## config.mk

```make
export PLATFORM = sky130hd
export DESIGN_NAME = mgmt_mode_ctrl
export DESIGN_NICKNAME = d
export VERILOG_FILES = /design/src/rtl/mmc_pkg.sv /design/src/rtl/mmc_base_reg.sv /design/src/rtl/mmc_mode_seq.sv /design/src/rtl/mmc_pc_reg.sv /design/src/rtl/mgmt_mode_ctrl.sv
export SDC_FILE = /design/constraint.sdc
export NUM_CORES = 1
export LEC_CHECK = 0
export BUFFER_PORTS_ARGS = -buffer_cell sky130_fd_sc_hd__buf_4
export CAP_MARGIN = 20
export CORE_MARGIN = 2
export CORE_UTILIZATION = 50
export DETAILED_ROUTE_END_ITERATION = 10
export GPL_ROUTABILITY_DRIVEN = 0
export GPL_TIMING_DRIVEN = 0
export PLACE_DENSITY_LB_ADDON = 0.25
export SLEW_MARGIN = 30
export SYNTH_ARGS = -nofsm -noshare
export SYNTH_HDL_FRONTEND = slang
export SYNTH_SLANG_ARGS = --single-unit
```

## constraint.sdc

```tcl
create_clock -name clk -period 1.7 [get_ports clk]
set_input_delay 0.085 -clock clk [delete_from_list [all_inputs] [get_ports clk]]
set_output_delay 0.085 -clock clk [all_outputs]
set_load 0.05 [all_outputs]
```

## src/rtl/mmc_pkg.sv

```systemverilog
package mmc_pkg;
  // Operating mode of the core as tracked by the controller
  typedef enum logic {
    MODE_USER = 1'b0,
    MODE_MGMT = 1'b1
  } mode_e;

  // Next-state decision of the program counter
  typedef enum logic [1:0] {
    PC_HOLD  = 2'd0,
    PC_ENTRY = 2'd1,
    PC_JUMP  = 2'd2
  } pc_sel_e;
endpackage

```

## src/rtl/mmc_base_reg.sv

```systemverilog
module mmc_base_reg #(
  parameter int unsigned       ADDR_W  = 32,
  parameter logic [ADDR_W-1:0] RST_VAL = '0
) (
  input  logic              clk,
  input  logic              rst,
  input  logic              we,
  input  logic [ADDR_W-1:0] wdata,
  output logic [ADDR_W-1:0] base_q
);
  // The new value is visible only from the cycle after the write
  always_ff @(posedge clk) begin
    if (rst) begin
      base_q <= RST_VAL;
    end else if (we) begin
      base_q <= wdata;
    end
  end
endmodule

```

## src/rtl/mmc_mode_seq.sv

```systemverilog
module mmc_mode_seq
  import mmc_pkg::*;
(
  input  logic clk,
  input  logic rst,
  input  logic irq,
  input  logic resume,
  output logic accept,
  output logic in_mode,
  output logic ack_q
);
  mode_e mode_q, mode_d;
  logic  pend_q, pend_d;
  logic  want;

  assign want    = irq | pend_q;
  assign accept  = want && (mode_q == MODE_USER);
  assign in_mode = (mode_q == MODE_MGMT);

  always_comb begin
    mode_d = mode_q;
    pend_d = pend_q;
    if (accept) begin
      mode_d = MODE_MGMT;
      pend_d = 1'b0;
    end else if (mode_q == MODE_MGMT) begin
      // Requests arriving inside the mode merge into one pending flag
      if (irq) begin
        pend_d = 1'b1;
      end
      if (resume) begin
        mode_d = MODE_USER;
      end
    end
    // A resume outside the mode falls through with no effect
  end

  always_ff @(posedge clk) begin
    if (rst) begin
      mode_q <= MODE_USER;
      pend_q <= 1'b0;
      ack_q  <= 1'b0;
    end else begin
      mode_q <= mode_d;
      pend_q <= pend_d;
      ack_q  <= accept;
    end
  end
endmodule

```

## src/rtl/mmc_pc_reg.sv

```systemverilog
module mmc_pc_reg
  import mmc_pkg::*;
#(
  parameter int unsigned       ADDR_W    = 32,
  parameter logic [ADDR_W-1:0] ENTRY_OFS = 'h8000,
  parameter logic [ADDR_W-1:0] PC_RST    = '0
) (
  input  logic              clk,
  input  logic              rst,
  input  logic              accept,
  input  logic [ADDR_W-1:0] base,
  input  logic              jump_vld,
  input  logic [ADDR_W-1:0] jump_addr,
  output logic [ADDR_W-1:0] pc_q
);
  pc_sel_e           sel;
  logic [ADDR_W-1:0] entry_vec;

  // Wraps modulo 2^ADDR_W by truncation
  assign entry_vec = base + ENTRY_OFS;

  // Entry outranks a jump in the same cycle
  always_comb begin
    if (accept) begin
      sel = PC_ENTRY;
    end else if (jump_vld) begin
      sel = PC_JUMP;
    end else begin
      sel = PC_HOLD;
    end
  end

  always_ff @(posedge clk) begin
    if (rst) begin
      pc_q <= PC_RST;
    end else begin
      unique case (sel)
        PC_ENTRY: pc_q <= entry_vec;
        PC_JUMP:  pc_q <= jump_addr;
        default:  pc_q <= pc_q;
      endcase
    end
  end
endmodule

```

## src/rtl/mgmt_mode_ctrl.sv

```systemverilog
module mgmt_mode_ctrl #(
  parameter int unsigned       ADDR_W    = 32,
  parameter logic [ADDR_W-1:0] ENTRY_OFS = 'h8000,
  parameter logic [ADDR_W-1:0] BASE_RST  = 'h0003_0000,
  parameter logic [ADDR_W-1:0] PC_RST    = '0
) (
  input  logic              clk,
  input  logic              rst,
  input  logic              mgmt_irq,
  input  logic              resume_stb,
  input  logic              jump_vld,
  input  logic [ADDR_W-1:0] jump_addr,
  input  logic              base_we,
  input  logic [ADDR_W-1:0] base_wdata,
  output logic [ADDR_W-1:0] pc,
  output logic              in_mgmt,
  output logic              irq_ack
);
  logic [ADDR_W-1:0] base_q;
  logic              accept;

  mmc_base_reg #(
    .ADDR_W (ADDR_W),
    .RST_VAL(BASE_RST)
  ) u_base (
    .clk   (clk),
    .rst   (rst),
    .we    (base_we),
    .wdata (base_wdata),
    .base_q(base_q)
  );

  mmc_mode_seq u_mode (
    .clk    (clk),
    .rst    (rst),
    .irq    (mgmt_irq),
    .resume (resume_stb),
    .accept (accept),
    .in_mode(in_mgmt),
    .ack_q  (irq_ack)
  );

  mmc_pc_reg #(
    .ADDR_W   (ADDR_W),
    .ENTRY_OFS(ENTRY_OFS),
    .PC_RST   (PC_RST)
  ) u_pc (
    .clk      (clk),
    .rst      (rst),
    .accept   (accept),
    .base     (base_q),
    .jump_vld (jump_vld),
    .jump_addr(jump_addr),
    .pc_q     (pc)
  );
endmodule

```

* Word-level counts from Yosys, hierarchy flattened
Index checks and enable logic that the tools add are counted.
** Storage, ports and cells
- Bits in registers :: 67
- Bits in latches :: 0
- Memory bits (writable) :: 0
- ROM bits :: 0
- Input bits :: 70
- Output and inout bits :: 34
- Word-level logic and storage cells :: 20
- Memories :: 0
** Operators by class
- Add/subtract/negate cells :: 1
- Multipliers :: 0
- Div/mod/pow operators :: 0
- Order comparisons :: 0
- Eq/ne operators :: 2
- Shift operators :: 0
- Muxes and demuxes :: 6
- Bitwise operators :: 2
- Reductions and logical operators :: 4
** Operators by type and width (number)
- 32-bit one-hot mux with 2 select lines :: 1
- 32-bit by 16-bit adder with 32-bit output, second input constant :: 1
- 2-bit two-way mux :: 2
- 1-bit two-way mux :: 3
- 2-bit by 1-bit equality test with 1-bit output, second input constant :: 1
- 2-bit equality test, second input constant :: 1
- 2-bit AND reduction :: 1
- 2-bit nonzero test :: 1
- 2-bit OR reduction :: 1
- 1-bit logical AND :: 1
- 1-bit inverter :: 1
- 1-bit OR :: 1

* Depth between registers and ports, before layout
Gate-level depths: netlist of run 1.
- Word-level depth :: 5
- Mapped depth :: 6

* Hierarchy
A second synthesis of run 1 with hierarchy kept.
** Second synthesis, totals
- Cells, all modules :: 317
- Area, all modules :: 3039.2 um^2
** Modules (own cells, without submodules)
- mmc_pc_reg :: times used 1, cells each 205, area an instance 1769.2 um^2, seq. area each 640.6 um^2
- mmc_base_reg :: times used 1, cells each 103, area an instance 1167.4 um^2, seq. area each 640.6 um^2
- mmc_mode_seq :: times used 1, cells each 9, area an instance 102.6 um^2, seq. area each 60.1 um^2

* Worst setup path before layout of run 1
No wires, ideal clock.
- Path type :: reg2reg
- From :: register u_mode.mode_q, in the netlist u_mode.in_mode
- To :: register u_pc.pc_q[27]
- Arrival time :: 1.395 ns
- Data required time :: 1.561 ns
- Path slack :: 0.165 ns
- Cell stages (with the launch flop) :: 5
- Path buffers :: 1
- Period minus slack after synthesis :: 1.535 ns
- Path through :: dfxtp_1 > nor2_1 > buf_2 > a211oi_1 > a211oi_2
** On the way
- Longest elaborated chain between the ends :: 5
- Elaborated cells between the ends (all ways) :: 7
- Classes of those cells :: eq/ne (2); mux (2); bitwise (1); reduce/logical (2)
** Ends and longest elaborated chain
- from (decl) :: RTL line mmc_mode_seq.sv:12 : mode_e mode_q, mode_d;
- from (signal assigned) :: RTL line mmc_mode_seq.sv:44 : mode_q <= mode_d;
- 1-bit inverter (*) :: RTL line mmc_mode_seq.sv:17 : assign accept = want && (mode_q == MODE_USER);
- 1-bit logical AND (*) :: RTL line mmc_mode_seq.sv:17
- 2-bit two-way mux (*) :: RTL line mmc_pc_reg.sv:24 : if (accept) begin
- 2-bit equality test or 2-bit by 1-bit equality test with 1-bit output (tied branches) :: RTL line mmc_pc_reg.sv:37 : unique case (sel)
- 32-bit one-hot mux with 2 select lines or 2-bit nonzero test (tied branches)
- to (signal assigned) :: RTL line mmc_pc_reg.sv:38 : PC_ENTRY: pc_q <= entry_vec;
- to (signal assigned) :: RTL line mmc_pc_reg.sv:39 : PC_JUMP: pc_q <= jump_addr;
- to (signal assigned) :: RTL line mmc_pc_reg.sv:40 : default: pc_q <= pc_q;
- to (decl) :: RTL line mmc_pc_reg.sv:14 : output logic [ADDR_W-1:0] pc_q
Mark *: on every way between the ends. The rest lies on a longest branch, timed or not.
A chain may end at the register's enable or synchronous reset.

* Worst setup path in the final report of run 1
- From :: register u_base.base_q[17]
- To :: register u_pc.pc_q[24]
** On the way
- Longest elaborated chain between the ends :: 2
** Ends and longest elaborated chain
- from (decl) :: RTL line mmc_base_reg.sv:9 : output logic [ADDR_W-1:0] base_q
- from (signal assigned) :: RTL line mmc_base_reg.sv:16 : base_q <= wdata;
- 32-bit by 16-bit adder with 32-bit output :: RTL line mmc_pc_reg.sv:20 : assign entry_vec = base + ENTRY_OFS;
- 32-bit one-hot mux with 2 select lines :: RTL line mmc_pc_reg.sv:37
No other way between the ends.

==> key figures, run 1 <==
Route
  – DRT iter0 DRCs: around 110
  – Vias/cell: between 5 and 6
  – Detailed Route WL: about 8 mm
  – Vias: around 2700
  – Final antenna-violating net count: 0
  – Drt first pass iters: 4
  – # DRC: 0
  – DR WL/cell: 14.94 um

GRT
  – Met2 Track Usage GR: 0.4421
  – Overall routing resource usage: 0.2538
  – Number of global-route vias before repair: ~2800
  – Initial antenna violation count: 0
  – Grt total ovfl: 0
  – Largest net degree at the start of global routing: 12
  – GR Util met1: 0.2967
  – GR peak layer: met2
  – M3 GR Usage: 0.05000
  – First-pass GRT wire length: between 10 and 15 mm

Finish
  – Final nets: ~500
  – P&R area growth vs syn: 46.63%
  – Antenna Cells: 0
  – Share of cells above drive strength 1: 0.3213

Synth
  – Synth Area in Simple Gates: 0.1664
  – XOR/XNOR share of the synthesized area: 0.04423
  – Synth Warn #: 0
  – Mux contribution to synthesized area: 0.1651
  – Syn avg cell area: 9.901 um^2
  – Post-synthesis adder-cell area fraction: 0.004212
  – Sequential area share after synthesis: 0.4516
  – Synth Net Count: 371
  – Largest family of logic cells by synthesized area: simple AND/OR/NAND/NOR gates
  – Post-Syn Area: slightly below 0.003 mm^2
  – Seq cells post-synth: 67
  – Cells after synthesis: 300
  – Synth Area in Compound Gates: 0.1297
  – Yosys cell types: 28

Power
  – Power, Total: 4.346 mW
  – Power Dens Cells: 997.8 mW/mm^2
  – Peak VDD IR: approximately 0.65 mV
  – Leak Pwr: around 1.9 nW

STA
  – Crit share post-route: 0.8922
  – Final hold vios: 0
  – Fin crit period: around 1.5 ns
  – Total negative slack: 0 ns
  – Setup Skew: between 0.008 and 0.009 ns
  – WHS: around 0.0066 ns
  – Slew HR: 0.6259
  – Max Slew Vio Count: 0
  – Finish-stage setup viols: 0
  – Max Fclk: about 0.66 GHz
  – Slew @ Worst Pin: about 0.56 ns
  – RSZ-0062 raised after global routing: false

Placement
  – Post-DP HPWL: about 5.2 mm
  – IO buf count: 100

Clock network
  – Worst skew pair latency: 0.34 ns
  – CTS HTree Levels: 3
  – Post-CTS Setup Inserts: 0
  – Max clock buf depth: 2
  – CTS tree: done
  – Root Driver: clkbuf_8
  – Clk sinks: 67
  – Clk slew on worst S/H paths: around 0.080 ns
  – CTS Buf Count: 9

Critical path
  – Worst reg2reg endpoint: u_pc.pc_q[24]
  – Reg2Reg Depth: 4
  – CP Capture Type: flop
  – Worst path max stage delay: between 0.4 and 0.5 ns
  – Crit start category: flop
  – R2R Setup Slk: 0.18 ns
  – Critical Path RT: between 1.5 and 2 ns
  – CP Data Arrival Time: 1.77 ns
  – Crit path max fanout: 7
  – CP Cell Sequence: nand4_1 -> nor3_1 -> xnor2_1 -> a211oi_1
  – Slowest CP cell: dfxtp_1
  – Reg2reg start: u_base.base_q[17]
  – CP Class: flop to flop

Flow run
  – Max Cap Viol: 0

Floorplanning
  – Die Area: 0.006573 mm^2
  – Site Rows: 28
  – Die height: ~81 um
  – Initial Utilization: 0.5108
  – Num ports: ~100
  – Die width: about 81 um
  – Core box area: between 0.005 and 0.006 mm^2

Hold path
  – Hold depth: 3
  – Hold EP: u_base.base_q[29]
  – Hold WC Path Type: primary input to flop
  – Hold_sp: base_wdata[29]

Status
  – Outcome: completed
-- worst max-delay path by stage --
stage / startpoint / to / depth (start not counted)
detailed placement: u_base.base_q[15] / u_pc.pc_q[29] / 5
finish: u_base.base_q[17] / u_pc.pc_q[24] / 4
floorplan: u_mode.in_mode / u_pc.pc_q[27] / 4
global placement: u_base.base_q[15] / u_pc.pc_q[29] / 5
CTS: u_base.base_q[15] / u_pc.pc_q[29] / 5
global route: u_base.base_q[15] / u_pc.pc_q[29] / 5
-- where the power goes --
part | switching (mW) | leakage, nW | total, mW | internal, mW
logic | 0.549 | 1.23 | 0.953 | 0.404
clock network | 0.605 | 0.123 | 1.62 | 1.01
registers | 0.0856 | 0.555 | 1.78 | 1.69
total | 1.24 | 1.90 | 4.35 | 3.11
-- metrics by stage --
| stage | util | area, um^2 | std cells | setup slack (ns) |
|---|---|---|---|---|
| after floorplan | - | 2970 | 300 | 0.1651 |
| after global placement | 0.6560 | 3815 | 475 | 0.09975 |
| after detailed placement | 0.6560 | 3815 | 475 | 0.08562 |
| after CTS | 0.7474 | 4347 | 520 | 0.06622 |
| after global routing | 0.7489 | 4355 | 520 | 0.01915 |
| final | 0.7489 | 4355 | 520 | 0.1832 |
-- cell type report --
class                   count  area, um^2
well taps                  75       93.84
fillers                   428        1460
clock inverters             5       100.1
clock buffers              11       141.4
plain buffers              24       108.9
repair buffers            129        1041
flip-flops and latches     67        1341
inverters                   2       7.507
multi-input cells         207        1521
-- layout by cell type, fill, tap and decap left out, types with 8 or more instances in the layout --
cell type,netlist,layout
clkbuf_1,8,8
buf_4,1,101
xnor2_1,12,12
nor2b_1,15,15
mux2i_1,49,49
nor2_1,54,53
dfxtp_1,67,67
clkbuf_8,0,10
dlygate4sd3_1,0,29
buf_2,11,11
a211oi_1,40,40
-- registers in the layout (all words and copies together), names as in the netlist --
name and count:
u_mode.ack_q 1, u_base.base_q 32, u_mode.pend_q 1, u_pc.pc_q 32
u_mode.in_mode 1
-- timing repair --
item,in CTS,in global routing
gates resized for setup,0,4
endpoints found under the setup margin,0,10
endpoints found under the hold margin,29,0
hold buffers,29,0
-- worst max-delay path: cells and delay by family (launching register included) --
family	cells	cell delay, ns
XOR/XNOR	1	0.12
AO/OA/AOI/OAI	1	0.23
flip-flops	1	0.46
AND/OR/NAND/NOR	2	0.62
-- layer usage --
metal	share of wire	vias to the layer above
met5	0	-
met4	0.026	0
met3	0.059	22
met2	0.48	92
met1	0.43	1229
li1	-	1345
-- cells by family after synthesis --
logic type / after synthesis
AO/OA/AOI/OAI: 48
XOR/XNOR: 15
adder cells (fa/ha/maj): 1
buffers and inverters: 26
flip-flops: 67
multiplexers: 49
AND/OR/NAND/NOR: 94
-- synthesized netlist by cell type (all sizes together) --
cell / number / area, um^2
nor2b: 15 / 93.84
clkbuf: 8 / 30.03
inv: 2 / 7.510
nand4: 5 / 46.29
buf: 16 / 77.57
and4: 1 / 8.760
or2: 1 / 6.260
dfxtp: 67 / 1341
a21oi: 1 / 5.000
a211oi: 45 / 362.9
nor3: 3 / 20.02
ha: 1 / 12.51
a211o: 2 / 17.52
nor3b: 1 / 7.510
nor4: 5 / 62.56
nand2b: 1 / 6.260
nor2: 54 / 202.7
xnor2: 12 / 105.1
nand3: 4 / 25.02
mux2i: 49 / 490.5
nand2: 4 / 15.01
xor2: 3 / 26.28
(Power assumes the default switching activity.)
==> run 2, diff against run 1 <==
--- a/config.mk
+++ b/config.mk
@@ -8,7 +8,7 @@
 export BUFFER_PORTS_ARGS = -buffer_cell sky130_fd_sc_hd__buf_4
 export CAP_MARGIN = 20
 export CORE_MARGIN = 2
-export CORE_UTILIZATION = 50
+export CORE_UTILIZATION = 25
 export DETAILED_ROUTE_END_ITERATION = 10
 export GPL_ROUTABILITY_DRIVEN = 0
 export GPL_TIMING_DRIVEN = 0
==> constraint.sdc (replaced) <==
create_clock -name clk -period 1.95 [get_ports clk]
set_input_delay 0.0975 -clock clk [delete_from_list [all_inputs] [get_ports clk]]
set_output_delay 0.0975 -clock clk [all_outputs]
set_load 0.05 [all_outputs]
==> run 2 against run 1 <==
Compared with the run above: the flow now finishes with violations (DRC); global-route usage decreased by 12 points; worst hold slack improved by 0.0019 ns; maximum frequency decreased by 9.1%; routed wire length increased by 3.7%; critical path type unchanged; critical endpoint is now u_pc.pc_q[27].
==> key figures, run 2 (same netlist as run 1, synthesis figures left out) <==
Status
  – Outcome: complete, but fails checks
  – Failing checks: DRC

STA
  – Max Fclk: between 0.5 and 0.6 GHz
  – RSZ-0062 raised after global routing: false
  – Final hold vios: 0
  – Setup Skew: roughly 0.0039 ns
  – Finish-stage setup viols: 0
  – Slew HR: 0.5995
  – Total negative slack: 0 ns
  – Fin crit period: 1.669 ns
  – WHS: between 0.008 and 0.009 ns
  – Slew @ Worst Pin: approximately 0.6 ns
  – Final WS setup: roughly 0.28 ns
  – Crit share post-route: 0.8559
  – Max Slew Vio Count: 0

Power
  – Pint: around 2.8 mW
  – Logic pwr share: 0.200
  – Sw frac: 0.2818
  – Peak VDD IR: approximately 0.33 mV
  – Power Dens Cells: ~930 mW/mm^2
  – P_sw: 1.106 mW
  – Clock power frac: 0.405
  – Leak Pwr: 1.815 nW
  – Seq pwr share: 0.395

Route
  – # DRC: 9
  – DRT iter0 DRCs: 72
  – Vias: 2488
  – Drt first pass iters: 7
  – Final antenna-violating net count: 0
  – DR WL/cell: between 10 and 15 um
  – Detailed Route WL: around 8 mm
  – Vias/cell: ~4.4

GRT
  – Met2 Track Usage GR: 0.2108
  – M3 GR Usage: 0.04928
  – First-pass GRT wire length: approximately 13 mm
  – Initial antenna violation count: 0
  – GR Util met1: 0.1635
  – GR peak layer: met2
  – Number of global-route vias before repair: approximately 2500
  – Overall routing resource usage: 0.1296
  – Grt total ovfl: 0
  – Largest net degree at the start of global routing: 11

Finish
  – Final nets: 484
  – Largest registers: u_base.base_q: 32 flops, u_pc.pc_q: 32 flops
  – Most frequent cells in the layout: 101 x buf_4, 67 x dfxtp_1, 54 x nor2_1
  – Share of cells above drive strength 1: 0.3357
  – P&R area growth vs syn: 42.04%
  – Design area: around 0.0042 mm^2
  – Antenna Cells: 0
  – Commonest non-fill, non-tap cell in the layout: buf_4
  – Post-layout util: 0.3664

Critical path
  – Family with the most delay on the worst path: simple AND/OR/NAND/NOR gates
  – Slowest CP cell: dfxtp_1
  – Worst path max stage delay: roughly 0.44 ns
  – CP Capture Type: flop
  – Critical Path RT: between 2 and 2.5 ns
  – Worst path bufs/invs: 0
  – Crit path max fanout: 6
  – CP Cell Sequence: ha_1 -> nand3_1 -> nor4_2 -> xnor2_1 -> a211oi_2
  – CP Class: flop to flop
  – CP Data Arrival Time: between 1.5 and 2 ns
  – Crit start category: flop

Placement
  – Pre-CTS WS: 0.2744 ns
  – Placed Area: about 0.0039 mm^2
  – Post-DP HPWL: 6.141 mm
  – IO buf count: 100

Floorplanning
  – Die width: ~110 um
  – Num ports: roughly 100
  – Initial Utilization: 0.2579
  – Die height: between 100 and 150 um
  – Site Rows: 39
  – Die Area: around 0.013 mm^2
  – Core box area: around 0.012 mm^2

Clock network
  – CTS Buf Count: 9
  – Clk slew on worst S/H paths: 0.06 ns
  – Post-CTS Setup Inserts: 0
  – Root Driver: clkbuf_16
  – Post-CTS resize count: 0
  – Worst skew pair latency: ~0.32 ns
  – Max clock buf depth: 2
  – CTS tree: done
  – Clk sinks: 67
  – CTS HTree Levels: 3
  – CTS Hold Bufs: 2

Hold path
  – Hold WC Path Type: primary input to flop

Flow run
  – Max Cap Viol: 0
[run 2: cell types whose count changed in the layout (fill, tap and decap cells not counted), moves of 3 or more]
cell	before	now
dlygate4sd3_1	29	2
clkbuf_16	0	9
clkbuf_8	10	5
bufinv_16	3	0
[run 2: stage by stage]
stage / instances / total power [mW]
2_1_floorplan: 300 / 2.073
3_3_place_gp: 543 / 2.362
3_5_place_dp: 543 / 2.368
4_1_cts: 560 / 3.973
5_1_grt: 560 / 4.115
6_report: 560 / 3.924
[run 2: power groups by stage]
stage / combinational [mW] / clock (mW) / sequential (mW)
after floorplan: 0.284 / 0 / 1.79
after global placement: 0.788 / 0 / 1.57
after detailed placement: 0.793 / 0 / 1.58
after CTS: 0.799 / 1.63 / 1.55
after global routing: 0.844 / 1.71 / 1.56
final: 0.786 / 1.59 / 1.55
[run 2: path summary, 6_finish.rpt]
kind         slack, ns  cells after the start         startpoint                end
min reg2reg       0.50                      2   u_base.base_q[2]   u_base.base_q[2]
max               0.28                      5  u_base.base_q[15]      u_pc.pc_q[27]
max reg2reg       0.28                      5  u_base.base_q[15]      u_pc.pc_q[27]
min              0.009                      3     base_wdata[21]  u_base.base_q[21]
[run 2: final cells by class]
type	count	area (um^2)
well taps	143	178.9
plain buffers	24	107.6
fillers	1180	7297
flip-flops and latches	67	1341
inverters	2	7.507
repair buffers	102	770.7
clock buffers	14	294.0
multi-input cells	207	1514
clock inverters	1	5.005
[run 2: tightest hold or removal path, cell delays in order]
cell	delay [ns]
buf_4	0.08
mux2i_1	0.05
nor2_1	0.07
[run 2: per-layer routing]
metal | vias to the layer above | part of all wire
met5 | - | 0
met4 | 0 | 0.0082
met3 | 7 | 0.082
met2 | 80 | 0.46
met1 | 1113 | 0.45
li1 | 1288 | -
==> run 3, diff against run 2 <==
--- a/config.mk
+++ b/config.mk
@@ -7,12 +7,14 @@
 export LEC_CHECK = 0
 export BUFFER_PORTS_ARGS = -buffer_cell sky130_fd_sc_hd__buf_4
 export CAP_MARGIN = 20
+export CELL_PAD_IN_SITES_DETAIL_PLACEMENT = 1
+export CELL_PAD_IN_SITES_GLOBAL_PLACEMENT = 1
 export CORE_MARGIN = 2
 export CORE_UTILIZATION = 25
 export DETAILED_ROUTE_END_ITERATION = 10
 export GPL_ROUTABILITY_DRIVEN = 0
 export GPL_TIMING_DRIVEN = 0
-export PLACE_DENSITY_LB_ADDON = 0.25
+export PLACE_DENSITY = 0.62
 export SLEW_MARGIN = 30
 export SYNTH_ARGS = -nofsm -noshare
 export SYNTH_HDL_FRONTEND = slang
==> run 3 against run 2 <==
Compared with the run above: critical path depth did not move; routed wire length is 10% higher; sequential share of layout area decreased by 0.20 points; clock power barely moved; cell area is 0.62% higher; core utilization up 0.23 points; non-clock buffer count is 3 higher; via count increased by 3.7%; register-to-register slack about the same; cell count up 0.71%; the flow still finishes with violations (DRC); first-iteration DRC count decreased by 1.4%; clock skew is 0.0013 ns higher.
==> key figures, run 3 (same netlist as run 1, synthesis figures left out) <==
Placement
  – IO buf count: 100
  – Post-DP HPWL: ~7 mm
  – Placed Area: slightly below 0.004 mm^2
  – Inst Count DP: 543

GRT
  – Number of global-route vias before repair: approximately 2900
  – First-pass GRT wire length: 14.42 mm
  – Grt total ovfl: 0
  – Initial antenna violation count: 0
  – Overall routing resource usage: 0.1445
  – Largest net degree at the start of global routing: 12

Critical path
  – CP Data Arrival Time: 1.92 ns
  – Slowest CP cell: dfxtp_1
  – CP Class: flop to flop
  – Family with the most delay on the worst path: simple AND/OR/NAND/NOR gates
  – CP Cell Sequence: ha_1 -> nand3_1 -> nor4_2 -> xnor2_1 -> a211oi_2
  – CP Capture Type: flop
  – Crit start category: flop
  – Worst path bufs/invs: 0
  – Critical Path RT: 2.20 ns
  – Worst path max stage delay: around 0.44 ns
  – Crit path max fanout: 6

Clock network
  – Worst skew pair latency: 0.33 ns
  – Max clock buf depth: 2
  – Clk sinks: between 60 and 70
  – CTS Buf Count: 9
  – CTS tree: done
  – CTS HTree Levels: 3
  – Clk slew on worst S/H paths: approximately 0.06 ns
  – Root Driver: clkbuf_16

STA
  – Slew HR: 0.5726
  – Max Fclk: ~0.6 GHz
  – Max Slew Vio Count: 0
  – Crit share post-route: 0.8533
  – RSZ-0062 raised after global routing: false
  – Total negative slack: 0 ns
  – Finish-stage setup viols: 0
  – Fin crit period: about 1.7 ns
  – Final hold vios: 0
  – Setup Skew: slightly above 0.005 ns
  – Slew @ Worst Pin: roughly 0.64 ns

Finish
  – Design area: 0.004245 mm^2
  – Antenna Cells: 0
  – Commonest non-fill, non-tap cell in the layout: buf_4
  – Share of cells above drive strength 1: 0.3325
  – P&R area growth vs syn: 42.92%
  – Most frequent cells in the layout: 101 x buf_4, 67 x dfxtp_1, 54 x nor2_1
  – Post-layout util: 0.3686
  – Final Non-Filler Cells: approximately 560
  – Final nets: between 400 and 500
  – Largest registers: u_base.base_q: 32 flops, u_pc.pc_q: 32 flops

Status
  – Failing checks: DRC
  – Outcome: complete, but fails checks

Route
  – # DRC: 9
  – Vias: around 2600
  – Final antenna-violating net count: 0
  – Vias/cell: between 4 and 5
  – Drt first pass iters: 7
  – DRT iter0 DRCs: 71
  – Detailed Route WL: about 8.9 mm
  – DR WL/cell: between 15 and 20 um

Flow run
  – Max Cap Viol: 0

Floorplanning
  – Die Area: around 0.013 mm^2
  – Core box area: roughly 0.012 mm^2
  – Die height: ~110 um
  – Die width: around 110 um
  – Num ports: around 100
  – Initial Utilization: 0.2579
  – Site Rows: 39

Hold path
  – Hold WC Path Type: primary input to flop

Power
  – Power Dens Cells: ~930 mW/mm^2
  – Power, Total: around 4 mW
  – Peak VDD IR: between 0.3 and 0.4 mV
  – Leak Pwr: ~1.8 nW
[run 3: stage by stage]
stage                     setup WS [ns]  hold slack (ns)
final                            0.2860         0.006044
after detailed placement         0.2536           0.3100
after floorplan                  0.4151           0.2199
after global placement           0.3005           0.3083
after global routing             0.1302          0.01537
after CTS                        0.2435        0.0006991
[run 3: final timing paths]
| kind | from | end | slack (ns) | cells after the start |
|---|---|---|---|---|
| worst max-delay path | u_base.base_q[15] | u_pc.pc_q[29] | 0.29 | 5 |
| worst min-delay path | base_wdata[9] | u_base.base_q[9] | 0.006 | 3 |
| worst max register to register | u_base.base_q[15] | u_pc.pc_q[29] | 0.29 | 5 |
| worst min register to register | u_base.base_q[9] | u_base.base_q[9] | 0.50 | 2 |
[run 3: cell type report]
class / count / area, um^2
fillers: 1320 / 7271
multi-input cells: 207 / 1514
flip-flops and latches: 67 / 1341
repair buffers: 105 / 800.8
clock buffers: 11 / 242.7
well taps: 143 / 178.9
plain buffers: 24 / 107.6
clock inverters: 5 / 52.55
inverters: 2 / 7.507
[run 3: power by group]
group          internal, mW  switching, mW
registers              1.48         0.0742
logic                 0.320          0.479
clock network          1.02          0.588
total                  2.81           1.14
[run 3: per-layer routing]
layer / routed length [um] / vias to the layer above / global-route usage
met5: 0 / - / 0
met4: 93 / 0 / 0.03902
met3: 778 / 9 / 0.06267
met2: 4169 / 79 / 0.2407
met1: 3866 / 1192 / 0.1705
li1: - / 1300 / -
[run 3: what timing repair did]
item / CTS / global route
hold buffers: 5 / 0
buffers inserted: 0 / 0
resized for setup: 0 / 0
hold endpoints to repair: 5 / 0
[run 3: worst min-delay path: cells and delay by family]
family	cells	cell delay [ns]
buf+inv	1	0.08
simple gates	1	0.07
mux	1	0.05
